==> src/rtl/dle_crc_ser.sv <==
// Bit-serial CRC, MSB-first, polynomial chosen by parameter.
module dle_crc_ser #(
  parameter int               W    = 16,
  parameter logic [W-1:0]     POLY = 16'h1021
) (
  input  logic         clk,
  input  logic         rst_n,
  input  logic         clr,
  input  logic         en,
  input  logic         din,
  output logic [W-1:0] crc
);

  logic         fb;
  logic [W-1:0] nxt;

  assign fb = din ^ crc[W-1];

  generate
    for (genvar i = 0; i < W; i++) begin : g_tap
      if (i == 0) begin : g_lsb
        assign nxt[i] = fb & POLY[i];
      end else begin : g_up
        assign nxt[i] = crc[i-1] ^ (fb & POLY[i]);
      end
    end
  endgenerate

  always_ff @(posedge clk or negedge rst_n) begin
    if (!rst_n)   crc <= '0;
    else if (clr) crc <= '0;
    else if (en)  crc <= nxt;
  end

endmodule

==> config.mk <==
export PLATFORM = sky130hd
export DESIGN_NAME = dle_crc_ser
export DESIGN_NICKNAME = d
export VERILOG_FILES = /design/src/rtl/dle_crc_ser.sv
export SDC_FILE = /design/constraint.sdc
export NUM_CORES = 1
export LEC_CHECK = 0
export CAP_MARGIN = 20
export CORE_AREA = 2 2 39 41
export CTS_BUF_LIST = sky130_fd_sc_hd__clkbuf_16
export CTS_CLUSTER_DIAMETER = 150
export DETAILED_ROUTE_END_ITERATION = 6
export DIE_AREA = 0 0 41 43
export DONT_BUFFER_PORTS = 1
export PLACE_DENSITY = 0.73
export RECOVER_POWER = 50
export REMOVE_ABC_BUFFERS = 1
export SLEW_MARGIN = 20
export SYNTH_ARGS = -nofsm -noshare
export SYNTH_HDL_FRONTEND = slang
export SYNTH_SLANG_ARGS = --single-unit
==> constraint.sdc <==
create_clock -name clk -period 1.55 [get_ports clk]
set_clock_uncertainty 0.1 [all_clocks]
set_input_delay 0.31 -clock clk [delete_from_list [all_inputs] [get_ports clk]]
set_output_delay 0.31 -clock clk [all_outputs]
set_load 0.005 [all_outputs]
Word level (Yosys, flattened, before mapping) --
Cells that the tools add are included.
Operators by class: reduce and logical (&&, ||, !) cells 1, mux-type cells 2, bitwise gates (word level) 3
Operator list (count):
- 16-bit two-way mux | 2
- 1-bit XOR | 3
- 2-bit nonzero test | 1
Word-level totals: bits in registers 16, word-level logic and storage cells 7, input port bits 5, output and inout port bits 16

Longest topological paths before layout --
Gate-level depths: netlist (run 1).
depth after elaboration 4, mapped depth 5, gate-level depth less buffers 3

Worst setup path after synthesis (run 1) --
Ideal clock, no wire load.
path kind register to register, start register crc[15], end register crc[5], data required time 1346 ps, cell stages (with the launch flop) 4, library setup time 104 ps, period minus slack after synthesis 1313 ps, setup slack 237 ps, data arrival time 1109 ps, buffers on the path 0, cells stage by stage dfrtp_1 xnor2_1 or4b_1 o311ai_1
On the way: cells in the longest elaborated chain, start to end 4
Ends and longest elaborated chain:
- start: declaration | RTL line 11 | output logic [W-1:0] crc
- start signal: assignment | RTL line 32 | else if (en) crc <= nxt;
- 1-bit XOR | RTL line 17 | assign fb = din ^ crc[W-1];
- 1-bit XOR | RTL line 24 | assign nxt[i] = crc[i-1] ^ (fb & POLY[i]);
- 16-bit two-way mux | RTL line 32
- 16-bit two-way mux | RTL line 31 | else if (clr) crc <= '0;
No other way between the ends. The select of a mux whose other input is x is not followed. A chain may end at the register's enable or synchronous reset.

Worst setup path in the final report (run 1) --
Ends and elaborated chain as after synthesis.

==> out/metrics.cfg, run 1 <==
[run_status]
status=finished, final reports clean

[cells_and_area]
finalNetCount=66
fill_cells=127
syn2layout_area_growth_pct=12.5
multiInputGateArea_um2=258
post-route-util_pct=56.0
regMostFlops=crc
final_layout_size_suffix_gt1_share_pct=6.78
top_regs=crc (16)
largest_reg_flops=16
final_area_um2=774
n_antenna_cell=0
regArea_um2=400

[pwr]
vdd_drop_max_uv=591
power_uw=952
power_leakage_nw=0.385
pwr_density_cell_mw_per_mm2=1230

[route]
drt_pass1_iterations=4
ant_nets=0
avgRoutedWirePerCell_um=14.9
drtIter0Drc=4
wl_um=1120
vias=431
vias_per_cell=5.75
drc_errors=0

[global_route]
grt_pass1_wl_um=1880
grt.total_usage_pct=16.0
overflow=0
antenna_found_initial=0
grt_max_degree=22
grt_pass1_vias=413

[clocking]
cts_root_buf=clkbuf_16
cts-buffers-inserted=3
htreeDepth=1
clock_latency_ns=0.24
cts_max_path_buffers=2
tritoncts=built
clk_pin_slew_worst_paths_ns=0.05
post-cts-setup-buffer-count=0
clock-sinks=16

[setup_path]
crit_slowest_cell=or4b_1
crit_type=reg2reg
critical_path_arrival_ns=1.37
critical-path-top-delay-family=simple AND/OR/NAND/NOR gates
end_kind=flop
r2r_slack_ns=0.21
crit_start=crc[15]
critical_path_buf_inv_count=0
r2r_start=crc[15]
cp-start-kind=flop
crit_fanout=3
worstPathCellList=xnor2_1 -> or4b_1 -> o311ai_1
reg2reg_to=crc[5]
critical_path.max_stage_delay_ns=0.47
r2r_cells=3
cp.required_ns=1.58

[die]
die_h_um=43
io_pins=21
start_util_pct=49.7
core-area_mm2=0.00138
row_count=14
dieWidth_um=41
die_area_mm2=0.00176

[yosys]
syn_avg_cell_area_um2=11.9
seq_area_frac_synth_pct=58.2
yosysTopAreaCell=dfrtp_1
synth_top_area_share_pct=58.2
ys_types=14
yosysWarningCount=0
synth_cells=58
async_flop_share_pct=100
ys_top_cells_by_area=dfrtp_1, mux2i_1, nor2_1
ys_ff_latch=16
synth-edff-count=0
synth_most_common_cell=dfrtp_1
ys.flop_type=dfrtp_1
synthTopCellsByCount=dfrtp_1, nor2_1, mux2i_1
synthesis.area_um2=688

[sta]
rsz0062_at_grt=false
fmax_mhz=747
holdWs_ns=0.0300
hold_viol_final=0
slew_viol_final=0
maxSlewHeadroom_pct=52.2
setup_viol=0
worst_slew_pin_slew_ns=0.715
finalSetupTns_ns=0
post-route-min-period_ns=1.34
post-route-period-util_pct=86.4

[worst_hold_path]
min_from=clr
whs_path_depth=1
hold-path-endpoint=crc[7]
hold_path_class=in2reg

[placement]
port_buffers=0
postPlaceCellArea_um2=689
gp_congestion=0.618
hpwl_um=764

[flow_run]
drv_cap=0

==> worst max-delay path by stage <==
| stage | slack (ns) | depth (start not counted) | end |
|---|---|---|---|
| global route | 0.14 | 3 | crc[5] |
| global placement | 0.24 | 3 | crc[5] |
| CTS | 0.20 | 3 | crc[5] |
| finish | 0.21 | 3 | crc[5] |
| detailed placement | 0.20 | 3 | crc[5] |
| floorplan | 0.24 | 3 | crc[5] |
==> cell usage in the layout, fill, tap and decap left out <==
cell	instances
or4b_1	2
dfrtp_1	16
buf_4	1
inv_1	1
nand3_1	1
xnor2_1	1
nand4b_1	2
nor2_1	15
o311ai_1	1
a211oi_1	1
dlygate4sd3_1	1
mux2i_1	13
clkbuf_16	3
nand2_1	1
==> what timing repair did <==
item / CTS / global route
hold buffers: 1 / 0
endpoints found under the hold margin: 16 / 0
gates resized for setup: 0 / 0
==> stage by stage <==
stage | std cells | worst slack, ns
final | 75 | 0.211
after global routing | 75 | 0.142
after CTS | 75 | 0.197
after detailed placement | 71 | 0.200
after global placement | 71 | 0.239
after floorplan | 54 | 0.237
==> cell families (layout without fill, tap and decap cells) <==
group / after synthesis / count (layout) / synth area share (%)
AO/OA/AOI/OAI: 2 / 2 / 2.36
flip-flops: 16 / 16 / 58.2
AND/OR/NAND/NOR: 21 / 21 / 14.9
multiplexers: 13 / 13 / 18.9
XOR/XNOR: 1 / 1 / 1.27
buffers and inverters: 5 / 6 / 4.36
==> worst register-to-register path, delay by kind of cell, from the launching register on <==
kind / cells / cell delay, ns
AND/OR/NAND/NOR: 1 / 0.47
flip-flops: 1 / 0.40
XOR/XNOR: 1 / 0.16
AO/OA/AOI/OAI: 1 / 0.10
==> per-layer routing <==
layer,GRT usage (%),wire length [um],vias up
li1,-,-,204
met1,22.1,519,213
met2,21.6,525,14
met3,7.33,75,0
met4,6.00,0,0
met5,0,0,-
==> cell type report <==
type | count | area share [%]
flip-flops and latches | 16 | 51.7
inverters | 1 | 0.485
multi-input cells | 37 | 33.3
repair buffers | 2 | 2.26
well taps | 16 | 2.58
clock buffers | 3 | 9.69
==> where the power goes <==
part,internal (mW),switching [mW],total (mW)
registers,0.429,0.00990,0.439
clock network,0.337,0.140,0.478
logic,0.0202,0.0159,0.0362
total,0.786,0.166,0.952
(Power assumes the default switching activity.)
==> inputs of run 2 (changes only) <==
--- a/config.mk
+++ b/config.mk
@@ -6,13 +6,13 @@
 export NUM_CORES = 1
 export LEC_CHECK = 0
 export CAP_MARGIN = 20
-export CORE_AREA = 2 2 39 41
+export CORE_MARGIN = 1.5
+export CORE_UTILIZATION = 52
 export CTS_BUF_LIST = sky130_fd_sc_hd__clkbuf_16
-export CTS_CLUSTER_DIAMETER = 150
+export CTS_CLUSTER_DIAMETER = 50
 export DETAILED_ROUTE_END_ITERATION = 6
-export DIE_AREA = 0 0 41 43
 export DONT_BUFFER_PORTS = 1
-export PLACE_DENSITY = 0.73
+export PLACE_DENSITY = 0.78
 export RECOVER_POWER = 50
 export REMOVE_ABC_BUFFERS = 1
 export SLEW_MARGIN = 20
==> constraint.sdc (replaced) <==
create_clock -name clk -period 1.1 [get_ports clk]
set_clock_uncertainty 0.1 [all_clocks]
set_input_delay 0.22 -clock clk [delete_from_list [all_inputs] [get_ports clk]]
set_output_delay 0.22 -clock clk [all_outputs]
set_load 0.005 [all_outputs]
==> run 2 against run 1 <==
Against the previous run:
- clock power increased by 46%
- wire length increased by 23%
- sequential power increased by 41%
- global-route usage increased by 6.0 points
- the flow now finishes with violations (negative hold slack, negative setup slack)
- utilization increased by 17 points
- non-clock buffer count increased by 6
- largest cell class unchanged
- design area increased by 10%
- critical path depth unchanged
- final cell count increased by 6.7%
- largest power group unchanged
- power increased by 46%
- fmax decreased by 3.6%
- sequential share of layout area decreased by 4.8 points
==> out/metrics.cfg, run 2 (synthesized netlist as in run 1, its figures left out) <==
[setup_path]
r2r_cells=3  ; unchanged
r2r_start=crc[15]
endpoint=crc[5]
crit_start=crc[15]
cp-start-kind=flop
crit_fanout=4  ; +1
critical_path_arrival_ns=1.43  ; +0.06 ns
reg2reg_to=crc[5]
r2r_slack_ns=-0.29  ; -0.50 ns
end_kind=flop
crit_type=reg2reg
cp.required_ns=1.15  ; -0.43 ns

[cells_and_area]
regMostFlops=crc
post-route-util_pct=72.9  ; +17 points
top_regs=crc (16)
finalNetCount=72  ; +9.1%
final_layout_size_suffix_gt1_share_pct=18.2  ; +11 points
regArea_um2=400  ; unchanged
syn2layout_area_growth_pct=24.0
multiInputGateArea_um2=282  ; +9.2%
fill_cells=88  ; -31%
largest_reg_flops=16  ; unchanged
stdcell_count=80  ; +6.7%
final_common_cell=dfrtp_1
most-common-layout-cells=dfrtp_1, nor2_1, mux2i_1
n_antenna_cell=0  ; unchanged

[sta]
holdWs_ns=-0.0525  ; -0.0825 ns
slew_viol_final=0  ; unchanged
post-route-period-util_pct=126  ; +40 points
fmax_mhz=720  ; -3.6%
setup_slack_ns=-0.289  ; -0.500 ns
worst_slew_pin_slew_ns=0.826  ; +0.111 ns
rsz0062_at_grt=true
hold_viol_final=16  ; +16
setup_viol=5  ; +5
post-route-min-period_ns=1.39  ; +0.0496 ns
maxSlewHeadroom_pct=44.9  ; -7.3 points

[placement]
placedCellCount=71  ; unchanged
port_buffers=0  ; unchanged
hpwl_um=742  ; -2.9%
gp_congestion=0.682  ; +10%

[clocking]
cts_root_buf=clkbuf_16
tritoncts=built
clock_latency_ns=0.25  ; about the same
clock-sinks=16  ; unchanged
cts_max_path_buffers=2  ; unchanged
clk_pin_slew_worst_paths_ns=0.05  ; about the same
htreeDepth=1  ; unchanged
cts-buffers-inserted=3  ; unchanged

[route]
wl_um=1370  ; +23%
vias=466  ; +8.1%
ant_nets=0  ; unchanged
avgRoutedWirePerCell_um=17.2  ; +15%
drc_errors=0  ; unchanged
vias_per_cell=5.83  ; +1.4%
drt_pass1_iterations=4  ; unchanged
drtIter0Drc=11  ; +7

[die]
dieWidth_um=39.4  ; -4.0%
die_area_mm2=0.00155  ; -12%
io_pins=21  ; unchanged
start_util_pct=58.8  ; +9.0 points
core-area_mm2=0.00117  ; -15%
die_h_um=39.4  ; -8.4%
row_count=12  ; -2

[global_route]
grt_pass1_wl_um=2210  ; +18%
overflow=0  ; unchanged
antenna_found_initial=0  ; unchanged
grt.total_usage_pct=22.0  ; +6.0 points
grt_pass1_vias=500  ; +21%
grt_max_degree=21  ; -4.5%

[run_status]
status=finished with violations
violations=negative hold slack, negative setup slack

[pwr]
pwr_density_cell_mw_per_mm2=1630  ; +33%
power_leakage_nw=0.433  ; +12%
vdd_drop_max_uv=1170  ; +98%

[flow_run]
drv_cap=0  ; unchanged

[worst_hold_path]
hold_path_class=in2async

## run 2: timing repair
action                                  in CTS  in global routing
buffers inserted                             2                  0
endpoints found under the setup margin       2                 35
hold buffers                                 3                  0
endpoints found under the hold margin       31                  0
pin swaps                                    2                  1
resized for setup                            2                  6
## run 2: worst min path at each step
stage | slack [ns] | from | end
after global placement | -0.18 | rst_n | crc[2]
after CTS | 0.02 | clr | crc[5]
after global routing | 0.02 | clr | crc[5]
final | -0.05 | rst_n | crc[3]
after detailed placement | -0.18 | rst_n | crc[3]
after floorplan | -0.18 | rst_n | crc[0]
## run 2: power by group
part / internal, mW / switching [mW]
clock: 0.482 / 0.218
sequential: 0.604 / 0.0142
combinational: 0.0396 / 0.0361
total: 1.12 / 0.269
## run 2: layout make-up
cell class / instances / area share, %
flip-flops and latches: 16 / 46.9
multi-input cells: 37 / 33.0
clock buffers: 3 / 8.80
repair buffers: 8 / 8.36
well taps: 14 / 2.05
clock inverters: 1 / 0.440
inverters: 1 / 0.440
## run 2: metrics by stage
stage	hold WS [ns]	total power, mW	setup WS, ns	instance area (um2)	setup TNS (ns)
after floorplan	-0.176	0.656	-0.213	662	-0.372
after global placement	-0.175	0.661	-0.212	702	-0.367
after detailed placement	-0.175	0.663	-0.285	702	-0.488
after CTS	0.0177	1.41	-0.254	838	-1.56
after global routing	0.0214	1.44	-0.313	853	-0.678
final	-0.0525	1.39	-0.289	853	-0.602
## run 2: per-layer routing
layer  vias up  part of all wire [%]  track usage (%)
met5         -                     0                0
met4         0                   1.2             7.76
met3         2                   7.3             7.95
met2        25                    47             35.4
met1       225                    44             27.0
li1        214                     -                -
## run 2: worst max-delay path, stage by stage, from the launching register on
cell	delay (ns)
dfrtp_1	0.40
xnor2_2	0.18
or4b_4	0.51
o311ai_2	0.10
